File: config.mk
export PLATFORM = sky130hd
export DESIGN_NAME = opx_field_extract
export DESIGN_NICKNAME = d
export VERILOG_FILES = /design/src/rtl/opx_pkg.sv /design/src/rtl/opx_reg_fields.sv /design/src/rtl/opx_imm_fields.sv /design/src/rtl/opx_targets.sv /design/src/rtl/opx_field_extract.sv
export SDC_FILE = /design/constraint.sdc
export NUM_CORES = 1
export LEC_CHECK = 0
export ABC_CLOCK_PERIOD_IN_PS = 2900
export CAP_MARGIN = 5
export CELL_PAD_IN_SITES_DETAIL_PLACEMENT = 0
export CELL_PAD_IN_SITES_GLOBAL_PLACEMENT = 2
export CORE_MARGIN = 1
export CORE_UTILIZATION = 33
export DETAILED_ROUTE_END_ITERATION = 7
export DONT_BUFFER_PORTS = 1
export PLACE_DENSITY_LB_ADDON = 0.1
export SLEW_MARGIN = 20
export SYNTH_ARGS = -nofsm -noshare
export SYNTH_HDL_FRONTEND = slang
export SYNTH_SLANG_ARGS = --single-unit
export TNS_END_PERCENT = 50
File: constraint.sdc
create_clock -name vclk -period 2.9
set_clock_uncertainty 0.05 [all_clocks]
set_input_delay 0.29 -clock vclk [all_inputs]
set_output_delay 0.29 -clock vclk [all_outputs]
set_load 0.01 [all_outputs]
File: src/rtl/opx_pkg.sv
`timescale 1ns/1ps
package opx_pkg;
  localparam int unsigned INSN_W   = 16;
  localparam int unsigned RIDX_W   = 5;
  localparam int unsigned BDISP_W  = 7;
  localparam int unsigned RDISP_W  = 12;
  localparam int unsigned LHI_W    = 6;
  localparam int unsigned LNG_W    = LHI_W + INSN_W;

  typedef logic [INSN_W-1:0] insn_t;
  typedef logic [RIDX_W-1:0] ridx_t;
endpackage

File: src/rtl/opx_reg_fields.sv
`timescale 1ns/1ps
module opx_reg_fields
  import opx_pkg::*;
(
  input  insn_t op_i,
  output ridx_t rd_o,
  output ridx_t rd_hi_o,
  output ridx_t rr_o,
  output ridx_t rpair_o
);
  assign rd_o    = op_i[8:4];
  assign rd_hi_o = {1'b1, op_i[7:4]};        // 16 + bits 7:4
  assign rr_o    = {op_i[9], op_i[3:0]};
  assign rpair_o = {2'b11, op_i[5:4], 1'b0};  // 24 + 2*bits 5:4
endmodule

File: src/rtl/opx_imm_fields.sv
`timescale 1ns/1ps
module opx_imm_fields
  import opx_pkg::*;
#(
  parameter int unsigned IO_BASE = 32,
  parameter int unsigned DADDR_W = 16
) (
  input  insn_t              op_i,
  output logic [7:0]         imm8_o,
  output logic [5:0]         imm6_o,
  output logic [5:0]         io6_o,
  output logic [DADDR_W-1:0] io6_daddr_o,
  output logic [4:0]         io5_o,
  output logic [DADDR_W-1:0] io5_daddr_o,
  output logic [5:0]         disp6_o,
  output logic [2:0]         sbit_o,
  output logic [2:0]         rbit_o
);
  localparam logic [DADDR_W-1:0] BASE = DADDR_W'(IO_BASE);

  logic [5:0] io6;
  logic [4:0] io5;

  assign imm8_o  = {op_i[11:8], op_i[3:0]};
  assign imm6_o  = {op_i[7:6], op_i[3:0]};
  assign io6     = {op_i[10:9], op_i[3:0]};
  assign io5     = op_i[7:3];
  assign io6_o   = io6;
  assign io5_o   = io5;
  assign io6_daddr_o = BASE + DADDR_W'(io6);
  assign io5_daddr_o = BASE + DADDR_W'(io5);
  assign disp6_o = {op_i[13], op_i[11:10], op_i[2:0]};
  assign sbit_o  = op_i[6:4];
  assign rbit_o  = op_i[2:0];
endmodule

File: src/rtl/opx_targets.sv
`timescale 1ns/1ps
module opx_targets
  import opx_pkg::*;
#(
  parameter int unsigned PMEM_WORDS = 8192,
  localparam int unsigned PC_W  = $clog2(PMEM_WORDS),
  localparam int unsigned BT_W  = PC_W + 2
) (
  input  insn_t              op_i,
  input  insn_t              ext_i,
  input  logic [PC_W-1:0]    pc_i,
  output logic [BT_W-1:0]    brn_tgt_o,
  output logic [PC_W-1:0]    rel_tgt_o,
  output logic [LNG_W-1:0]   lng_tgt_o
);
  localparam int unsigned SUM_W  = ((PC_W > RDISP_W) ? PC_W : RDISP_W) + 2;
  localparam bit          IS_POW2 = (PMEM_WORDS == (1 << PC_W));

  // branch: unwrapped signed result
  logic [BT_W-1:0] bdisp;
  assign bdisp     = {{(BT_W-BDISP_W){op_i[9]}}, op_i[9:3]};
  assign brn_tgt_o = {2'b00, pc_i} + BT_W'(1) + bdisp;

  // relative jump/call: wraps inside program memory
  logic [SUM_W-1:0] rdisp, rsum;
  assign rdisp = {{(SUM_W-RDISP_W){op_i[11]}}, op_i[11:0]};
  assign rsum  = {{(SUM_W-PC_W){1'b0}}, pc_i} + SUM_W'(1) + rdisp;

  generate
    if (IS_POW2) begin : g_wrap_trunc
      assign rel_tgt_o = rsum[PC_W-1:0];
    end else begin : g_wrap_fold
      localparam logic [SUM_W-1:0] MEM = SUM_W'(PMEM_WORDS);
      logic [SUM_W-1:0] fold;
      // one correction suffices while PMEM_WORDS exceeds the displacement span
      always_comb begin
        if (rsum[SUM_W-1])  fold = rsum + MEM;
        else if (rsum >= MEM) fold = rsum - MEM;
        else                fold = rsum;
      end
      assign rel_tgt_o = fold[PC_W-1:0];
    end
  endgenerate

  assign lng_tgt_o = {op_i[8:4], op_i[0], ext_i};
endmodule

File: src/rtl/opx_field_extract.sv
`timescale 1ns/1ps
module opx_field_extract
  import opx_pkg::*;
#(
  parameter int unsigned PMEM_WORDS = 8192,
  parameter int unsigned IO_BASE    = 32,
  parameter int unsigned DADDR_W    = 16,
  localparam int unsigned PC_W = $clog2(PMEM_WORDS),
  localparam int unsigned BT_W = PC_W + 2
) (
  input  logic [15:0]        op_i,
  input  logic [15:0]        ext_i,
  input  logic [PC_W-1:0]    pc_i,
  output logic [4:0]         rd_o,
  output logic [4:0]         rd_hi_o,
  output logic [4:0]         rr_o,
  output logic [4:0]         rpair_o,
  output logic [7:0]         imm8_o,
  output logic [5:0]         imm6_o,
  output logic [5:0]         io6_o,
  output logic [DADDR_W-1:0] io6_daddr_o,
  output logic [4:0]         io5_o,
  output logic [DADDR_W-1:0] io5_daddr_o,
  output logic [5:0]         disp6_o,
  output logic [2:0]         sbit_o,
  output logic [2:0]         rbit_o,
  output logic [BT_W-1:0]    brn_tgt_o,
  output logic [PC_W-1:0]    rel_tgt_o,
  output logic [21:0]        lng_tgt_o
);
  opx_reg_fields u_reg (
    .op_i    (op_i),
    .rd_o    (rd_o),
    .rd_hi_o (rd_hi_o),
    .rr_o    (rr_o),
    .rpair_o (rpair_o)
  );

  opx_imm_fields #(
    .IO_BASE (IO_BASE),
    .DADDR_W (DADDR_W)
  ) u_imm (
    .op_i        (op_i),
    .imm8_o      (imm8_o),
    .imm6_o      (imm6_o),
    .io6_o       (io6_o),
    .io6_daddr_o (io6_daddr_o),
    .io5_o       (io5_o),
    .io5_daddr_o (io5_daddr_o),
    .disp6_o     (disp6_o),
    .sbit_o      (sbit_o),
    .rbit_o      (rbit_o)
  );

  opx_targets #(
    .PMEM_WORDS (PMEM_WORDS)
  ) u_tgt (
    .op_i      (op_i),
    .ext_i     (ext_i),
    .pc_i      (pc_i),
    .brn_tgt_o (brn_tgt_o),
    .rel_tgt_o (rel_tgt_o),
    .lng_tgt_o (lng_tgt_o)
  );
endmodule

==> metrics.txt, run 1 <==
# TYPE chip_impl_metric gauge
chip_impl_info{name="outcome",value="finished clean"} 1
chip_impl_metric{name="synth_warnings",unit=""} 0
chip_impl_metric{name="placement.io_buffers",unit=""} 0
chip_impl_metric{name="grt_pass1_wl",unit="mm"} 6.97
chip_impl_metric{name="synth-compound-area-share",unit="%"} 15.6
chip_impl_metric{name="design.die.area",unit="um^2"} 6930
chip_impl_metric{name="minimum_clock_period",unit="ns"} 2.72
chip_impl_metric{name="yosysTopAreaCellShare",unit="%"} 37.9
chip_impl_metric{name="gr-total-overflow",unit=""} 0
chip_impl_metric{name="grt_pass1_vias",unit=""} 1375
chip_impl_metric{name="rd_place_congestion",unit=""} 0.682
chip_impl_metric{name="dp_hpwl",unit="mm"} 3.73
chip_impl_metric{name="nFillCells",unit=""} 710
chip_impl_metric{name="synthesis.area",unit="um^2"} 2180
chip_impl_metric{name="syn_to_final_growth",unit="%"} -23.7
chip_impl_info{name="synth_area_leaders",value="buf_4, ha_1, xnor2_1"} 1
chip_impl_metric{name="hold_depth",unit=""} 0
chip_impl_metric{name="powerDensity",unit="nW/um^2"} 249
chip_impl_metric{name="maximum_number_of_pins_on_one_net_before_global_route_repair",unit=""} 17
chip_impl_info{name="yosys-top-cells-count",value="buf_4, ha_1, xnor2_1"} 1
chip_impl_metric{name="total_count_of_max_transition_violations_in_the_final_report",unit=""} 0
chip_impl_metric{name="postPlaceCellArea",unit="um^2"} 1620
chip_impl_metric{name="post_detailed_routing_wire_length",unit="mm"} 4.32
chip_impl_metric{name="placedCellCount",unit=""} 290
chip_impl_info{name="setup.worst_path.start_class",value="input port"} 1
chip_impl_metric{name="synth.yosys.seq_area_share",unit="%"} 0
chip_impl_metric{name="post_synth_inst_count",unit=""} 289
chip_impl_metric{name="worstPathArrival",unit="ns"} 2.38
chip_impl_metric{name="final_setup_violating_endpoints",unit=""} 0
chip_impl_metric{name="design.final.nets",unit=""} 292
chip_impl_metric{name="fraction_of_the_mapped_netlist_area_in_adder_cells",unit="%"} 19.1
chip_impl_metric{name="layout.area.seq",unit="um^2"} 0
chip_impl_metric{name="synth_xor_xnor_area_share",unit="%"} 13.7
chip_impl_metric{name="drt_pre_antenna_iters",unit=""} 4
chip_impl_metric{name="multiInputGateArea",unit="um^2"} 1440
chip_impl_metric{name="cp.required",unit="ns"} 2.56
chip_impl_metric{name="vias_per_cell",unit=""} 4.92
chip_impl_metric{name="grt.total_usage",unit="%"} 11.8
chip_impl_metric{name="finish.instance_area",unit="um^2"} 1660
chip_impl_metric{name="initial_util",unit="%"} 34.3
chip_impl_metric{name="critPathMaxFanout",unit=""} 4
chip_impl_metric{name="drt_drc_violations_left",unit=""} 0
chip_impl_metric{name="average_routed_wire_per_standard_cell",unit="um"} 14.9
chip_impl_info{name="synth_top_family_by_area",value="buffers and inverters"} 1
chip_impl_metric{name="final-hold-violation-count",unit=""} 0
chip_impl_metric{name="synth.avg_cell_area",unit="um^2"} 7.53
chip_impl_metric{name="seq_cell_count",unit=""} 0
chip_impl_metric{name="cts-resized-gates",unit=""} 0
chip_impl_metric{name="final_cells",unit=""} 290
chip_impl_metric{name="grt_antenna_before_repair",unit=""} 0
chip_impl_metric{name="count_of_max_cap_constraint_violations",unit=""} 0
chip_impl_metric{name="setup_slack",unit="ns"} 0.179
chip_impl_metric{name="place_worst_setup_slack",unit="ns"} 0.0340
chip_impl_info{name="library_cell_with_the_largest_summed_area_after_synthesis",value="buf_4"} 1
chip_impl_metric{name="post_synth_and_or_nand_nor_area_fraction",unit="%"} 11.8
chip_impl_metric{name="post-layout-total-power",unit="uW"} 413
chip_impl_metric{name="clkbuf_count",unit=""} 0
chip_impl_metric{name="cts_post_setup_buffers_inserted",unit=""} 0
chip_impl_info{name="timing.critical_path.to_type",value="output pin"} 1
chip_impl_metric{name="fp.coreArea",unit="um^2"} 6350
chip_impl_metric{name="chip_width",unit="um"} 83.2
chip_impl_metric{name="achievable-frequency",unit="GHz"} 0.368
chip_impl_metric{name="drtAntennaViolNets",unit=""} 0
chip_impl_metric{name="insertedDiodeCount",unit=""} 0
chip_impl_metric{name="proportion_of_synthesized_area_in_mux_cells",unit="%"} 0
chip_impl_metric{name="top_level_ports",unit=""} 184
chip_impl_metric{name="largest_voltage_drop_on_the_vdd_net",unit="V"} 0.0000669
chip_impl_metric{name="cts.hold.buffers_added",unit=""} 0
chip_impl_info{name="synth.most_common_cell",value="buf_4"} 1
chip_impl_metric{name="power.static_leakage",unit="nW"} 0.772
chip_impl_metric{name="vias",unit=""} 1426
chip_impl_info{name="timing_worst_setup_path_type",value="in2out"} 1
chip_impl_info{name="worstHoldPathType",value="in2out"} 1
chip_impl_metric{name="drtIter0Drc",unit=""} 32
chip_impl_metric{name="floorplan.die.height",unit="um"} 83.2
chip_impl_metric{name="timing.setup.tns",unit="ns"} 0
chip_impl_metric{name="synth_cell_types",unit=""} 36
chip_impl_metric{name="fraction_of_final_layout_cells_with_drive_strength_greater_than_1",unit="%"} 12.2
chip_impl_metric{name="row_cnt",unit=""} 29
chip_impl_metric{name="final_min_period_over_clock_period",unit="%"} 93.8
[metal layers]
layer / track usage [%] / vias to the layer above / routed length [um]
met1: 16.0 / 649 / 1930
li1: - / 698 / -
met3: 2.39 / 2 / 384
met2: 20.3 / 77 / 2000
met5: 0 / - / 0
met4: 0.470 / 0 / 4
[layout make-up]
type | instances | area share [%]
Timing Repair Buffer | 12 | 5.43
Tap cell | 77 | 5.80
Inverter | 9 | 2.03
Multi-Input combinational cell | 192 | 86.7
[cell usage in the layout (no fill, tap or decap), types with 3 or more instances in the layout]
cell type   n
a211oi_1    3
a21o_1      5
a21oi_1    17
buf_4      12
conb_1     24
ha_1       30
inv_1       8
nand2_1    13
nand3_1     5
nor2_1     12
o211ai_1    3
o21a_1      4
o21ai_0     4
o21ai_1     4
or3_1       3
xnor2_1    19
xor2_1     12
[cells by family (layout without fill, tap and decap cells)]
family,count (synthesis),in the layout
AO/OA/AOI/OAI,52,52
XOR/XNOR,34,34
other,2,24
AND/OR/NAND/NOR,50,50
buffers and inverters,119,21
adder cells (fa/ha/maj),32,32
[metrics by stage]
stage / util [%] / hold slack [ns]
3_5_place_dp: 25.5 / 0.530
2_1_floorplan: - / 0.574
3_3_place_gp: 25.5 / 0.530
6_report: 26.1 / 0.530
4_1_cts: 25.5 / 0.530
5_1_grt: 26.1 / 0.530
[worst max-delay path: stages]
cell and delay (ns):
ha_1 0.17, nand3_2 0.17, nor2_2 0.16, xor2_2 0.23, ha_1 0.29, a211o_1 0.27
o211ai_1 0.11, and3_1 0.20, a21oi_2 0.07, nor4_1 0.20, a311o_1 0.22
[power breakdown]
group	switching [mW]	internal (mW)
clock network	0	0
registers	0	0
logic	0.247	0.166
total	0.247	0.166
[final timing paths]
path | start | slack [ns] | to
worst max-delay path | pc_i[0] | 0.18 | brn_tgt_o[13]
worst min-delay path | op_i[13] | 0.53 | disp6_o[5]
Note: power is estimated with default switching activity, not from simulation.
==> run 2, diff against run 1 <==
--- a/config.mk
+++ b/config.mk
@@ -5,7 +5,7 @@
 export SDC_FILE = /design/constraint.sdc
 export NUM_CORES = 1
 export LEC_CHECK = 0
-export ABC_CLOCK_PERIOD_IN_PS = 2900
+export ABC_CLOCK_PERIOD_IN_PS = 2920
 export CAP_MARGIN = 5
 export CELL_PAD_IN_SITES_DETAIL_PLACEMENT = 0
 export CELL_PAD_IN_SITES_GLOBAL_PLACEMENT = 2
==> constraint.sdc (replaced) <==
create_clock -name vclk -period 2.92
set_clock_uncertainty 0.05 [all_clocks]
set_input_delay 0.292 -clock vclk [all_inputs]
set_output_delay 0.292 -clock vclk [all_outputs]
set_load 0.01 [all_outputs]
==> run 2 against run 1 <==
Critical path depth fell by 1. Non-clock buffer count fell by 1. Cell area fell by 0.68%. Critical endpoint unchanged. Combinational power fell by 1%. Utilization fell by 0.18 points. Sequential share of layout area did not move. Die area did not move. Cell count fell by 0.34%. Clock-buffer cell count did not move. Routed wire length rose by 0.86%.
==> metrics.txt, run 2 (synthesis gave the netlist of run 1 again) <==
# TYPE chip_impl_metric gauge
chip_impl_metric{name="grt.total_usage",unit="%"} 12.0
chip_impl_metric{name="maximum_number_of_pins_on_one_net_before_global_route_repair",unit=""} 17
chip_impl_info{name="worst_path_dominant_cell_family",value="compound AO/OA/AOI/OAI gates"} 1
chip_impl_metric{name="fp.coreArea",unit="um^2"} 6350
chip_impl_info{name="setup.worst_path.start_class",value="input port"} 1
chip_impl_metric{name="grt_pass1_wl",unit="mm"} 7.03
chip_impl_metric{name="syn_to_final_growth",unit="%"} -24.3
chip_impl_metric{name="timing.setup.tns",unit="ns"} 0
chip_impl_info{name="grt_most_used_layer",value="met2"} 1
chip_impl_metric{name="max_stage_delay",unit="ns"} 0.40
chip_impl_info{name="critical_path.cell_chain",value="ha_1 > nand3_2 > nor2_2 > nand3_1 > xnor2_1 > ha_1 > a21oi_1 > and3_1 > a21oi_2 > a311o_1"} 1
chip_impl_metric{name="vias",unit=""} 1420
chip_impl_info{name="worstHoldPathType",value="in2out"} 1
chip_impl_metric{name="power.static_leakage",unit="nW"} 0.767
chip_impl_metric{name="critical_path.n_buffers_inverters",unit=""} 0
chip_impl_metric{name="minimum_clock_period",unit="ns"} 2.74
chip_impl_info{name="timing_worst_setup_path_type",value="in2out"} 1
chip_impl_metric{name="powerDensity",unit="nW/um^2"} 247
chip_impl_metric{name="worstPathArrival",unit="ns"} 2.40
chip_impl_metric{name="critPathMaxFanout",unit=""} 4
chip_impl_metric{name="count_of_max_cap_constraint_violations",unit=""} 0
chip_impl_metric{name="gr-total-overflow",unit=""} 0
chip_impl_info{name="commonest_cells_after_routing_fill_and_taps_aside",value="ha_1, conb_1, xnor2_1, a21oi_1, nand2_1"} 1
chip_impl_metric{name="cts.hold.buffers_added",unit=""} 0
chip_impl_metric{name="dp_hpwl",unit="mm"} 3.79
chip_impl_info{name="layout.cells.most_common",value="ha_1"} 1
chip_impl_info{name="timing.critical_path.to_type",value="output pin"} 1
chip_impl_metric{name="post-layout-total-power",unit="uW"} 408
chip_impl_metric{name="cp.required",unit="ns"} 2.58
chip_impl_metric{name="drtIter0Drc",unit=""} 36
chip_impl_info{name="grt_setup_unrepaired",value="no"} 1
chip_impl_metric{name="row_cnt",unit=""} 29
chip_impl_metric{name="top_level_ports",unit=""} 184
chip_impl_metric{name="grt_pass1_vias",unit=""} 1392
chip_impl_metric{name="grt_antenna_before_repair",unit=""} 0
chip_impl_metric{name="fraction_of_final_layout_cells_with_drive_strength_greater_than_1",unit="%"} 11.3
chip_impl_metric{name="clkbuf_count",unit=""} 0
chip_impl_metric{name="largest_voltage_drop_on_the_vdd_net",unit="V"} 0.0000773
chip_impl_metric{name="post_detailed_routing_wire_length",unit="mm"} 4.35
chip_impl_metric{name="initial_util",unit="%"} 34.3
chip_impl_metric{name="total_count_of_max_transition_violations_in_the_final_report",unit=""} 0
chip_impl_metric{name="average_routed_wire_per_standard_cell",unit="um"} 15.1
chip_impl_metric{name="final_min_period_over_clock_period",unit="%"} 93.8
chip_impl_metric{name="vias_per_cell",unit=""} 4.91
chip_impl_metric{name="design.die.area",unit="um^2"} 6930
chip_impl_info{name="timing.critical_path.slowest_stage_cell",value="a311o_1"} 1
chip_impl_metric{name="grt.met1_usage",unit="%"} 15.8
chip_impl_metric{name="drt_drc_violations_left",unit=""} 0
chip_impl_metric{name="final-hold-violation-count",unit=""} 0
chip_impl_metric{name="floorplan.die.height",unit="um"} 83.2
chip_impl_metric{name="insertedDiodeCount",unit=""} 0
chip_impl_metric{name="drt_pre_antenna_iters",unit=""} 4
chip_impl_metric{name="m3_gr_usage",unit="%"} 2.58
chip_impl_info{name="timing.critical_path.mode_cell",value="ha_1"} 1
chip_impl_metric{name="achievable-frequency",unit="GHz"} 0.365
chip_impl_metric{name="seq_cell_count",unit=""} 0
chip_impl_metric{name="layout.area.seq",unit="um^2"} 0
chip_impl_info{name="outcome",value="finished clean"} 1
chip_impl_metric{name="final_setup_violating_endpoints",unit=""} 0
chip_impl_metric{name="design.final.nets",unit=""} 291
chip_impl_metric{name="rd_place_congestion",unit=""} 0.676
chip_impl_metric{name="placement.io_buffers",unit=""} 0
chip_impl_metric{name="drtAntennaViolNets",unit=""} 0
chip_impl_metric{name="met2_usage",unit="%"} 20.9
chip_impl_metric{name="chip_width",unit="um"} 83.2
==> run 2: stage by stage <==
stage	std cells	hold slack, ns	instance area [um^2]	setup slack (ns)	utilization (%)
final	289	0.534	1650	0.181	26.0
after global routing	289	0.534	1650	0.00466	26.0
after CTS	289	0.534	1610	0.0314	25.4
after detailed placement	289	0.534	1610	0.0320	25.4
after global placement	289	0.534	1610	0.0520	25.4
after floorplan	311	0.578	2260	0.362	-
==> run 2: cell type report <==
type	instances	area [um^2]
tap	77	96.3
inverter	9	33.8
multi-input combinational	192	1440
fill	699	4700
timing repair buffer	11	82.6
==> run 2: routing by layer <==
| layer | wire [um] | vias up |
|---|---|---|
| li1 | - | 695 |
| met1 | 1910 | 651 |
| met2 | 2040 | 72 |
| met3 | 398 | 2 |
| met4 | 4 | 0 |
| met5 | 0 | - |
==> run 2: final timing paths <==
path | start | end | cells past startpoint
hold / removal | op_i[13] | disp6_o[5] | 0
setup / recovery | pc_i[0] | brn_tgt_o[13] | 10
==> run 2: power by group <==
part	internal [mW]	switching, mW
Sequential	0	0
Combinational	0.163	0.245
Clock	0	0
Total	0.163	0.245
==> run 2: repair_timing <==
action                                  in CTS  in global routing
setup buffers                                0                  0
gates resized for setup                      0                  7
endpoints found under the setup margin       0                  5
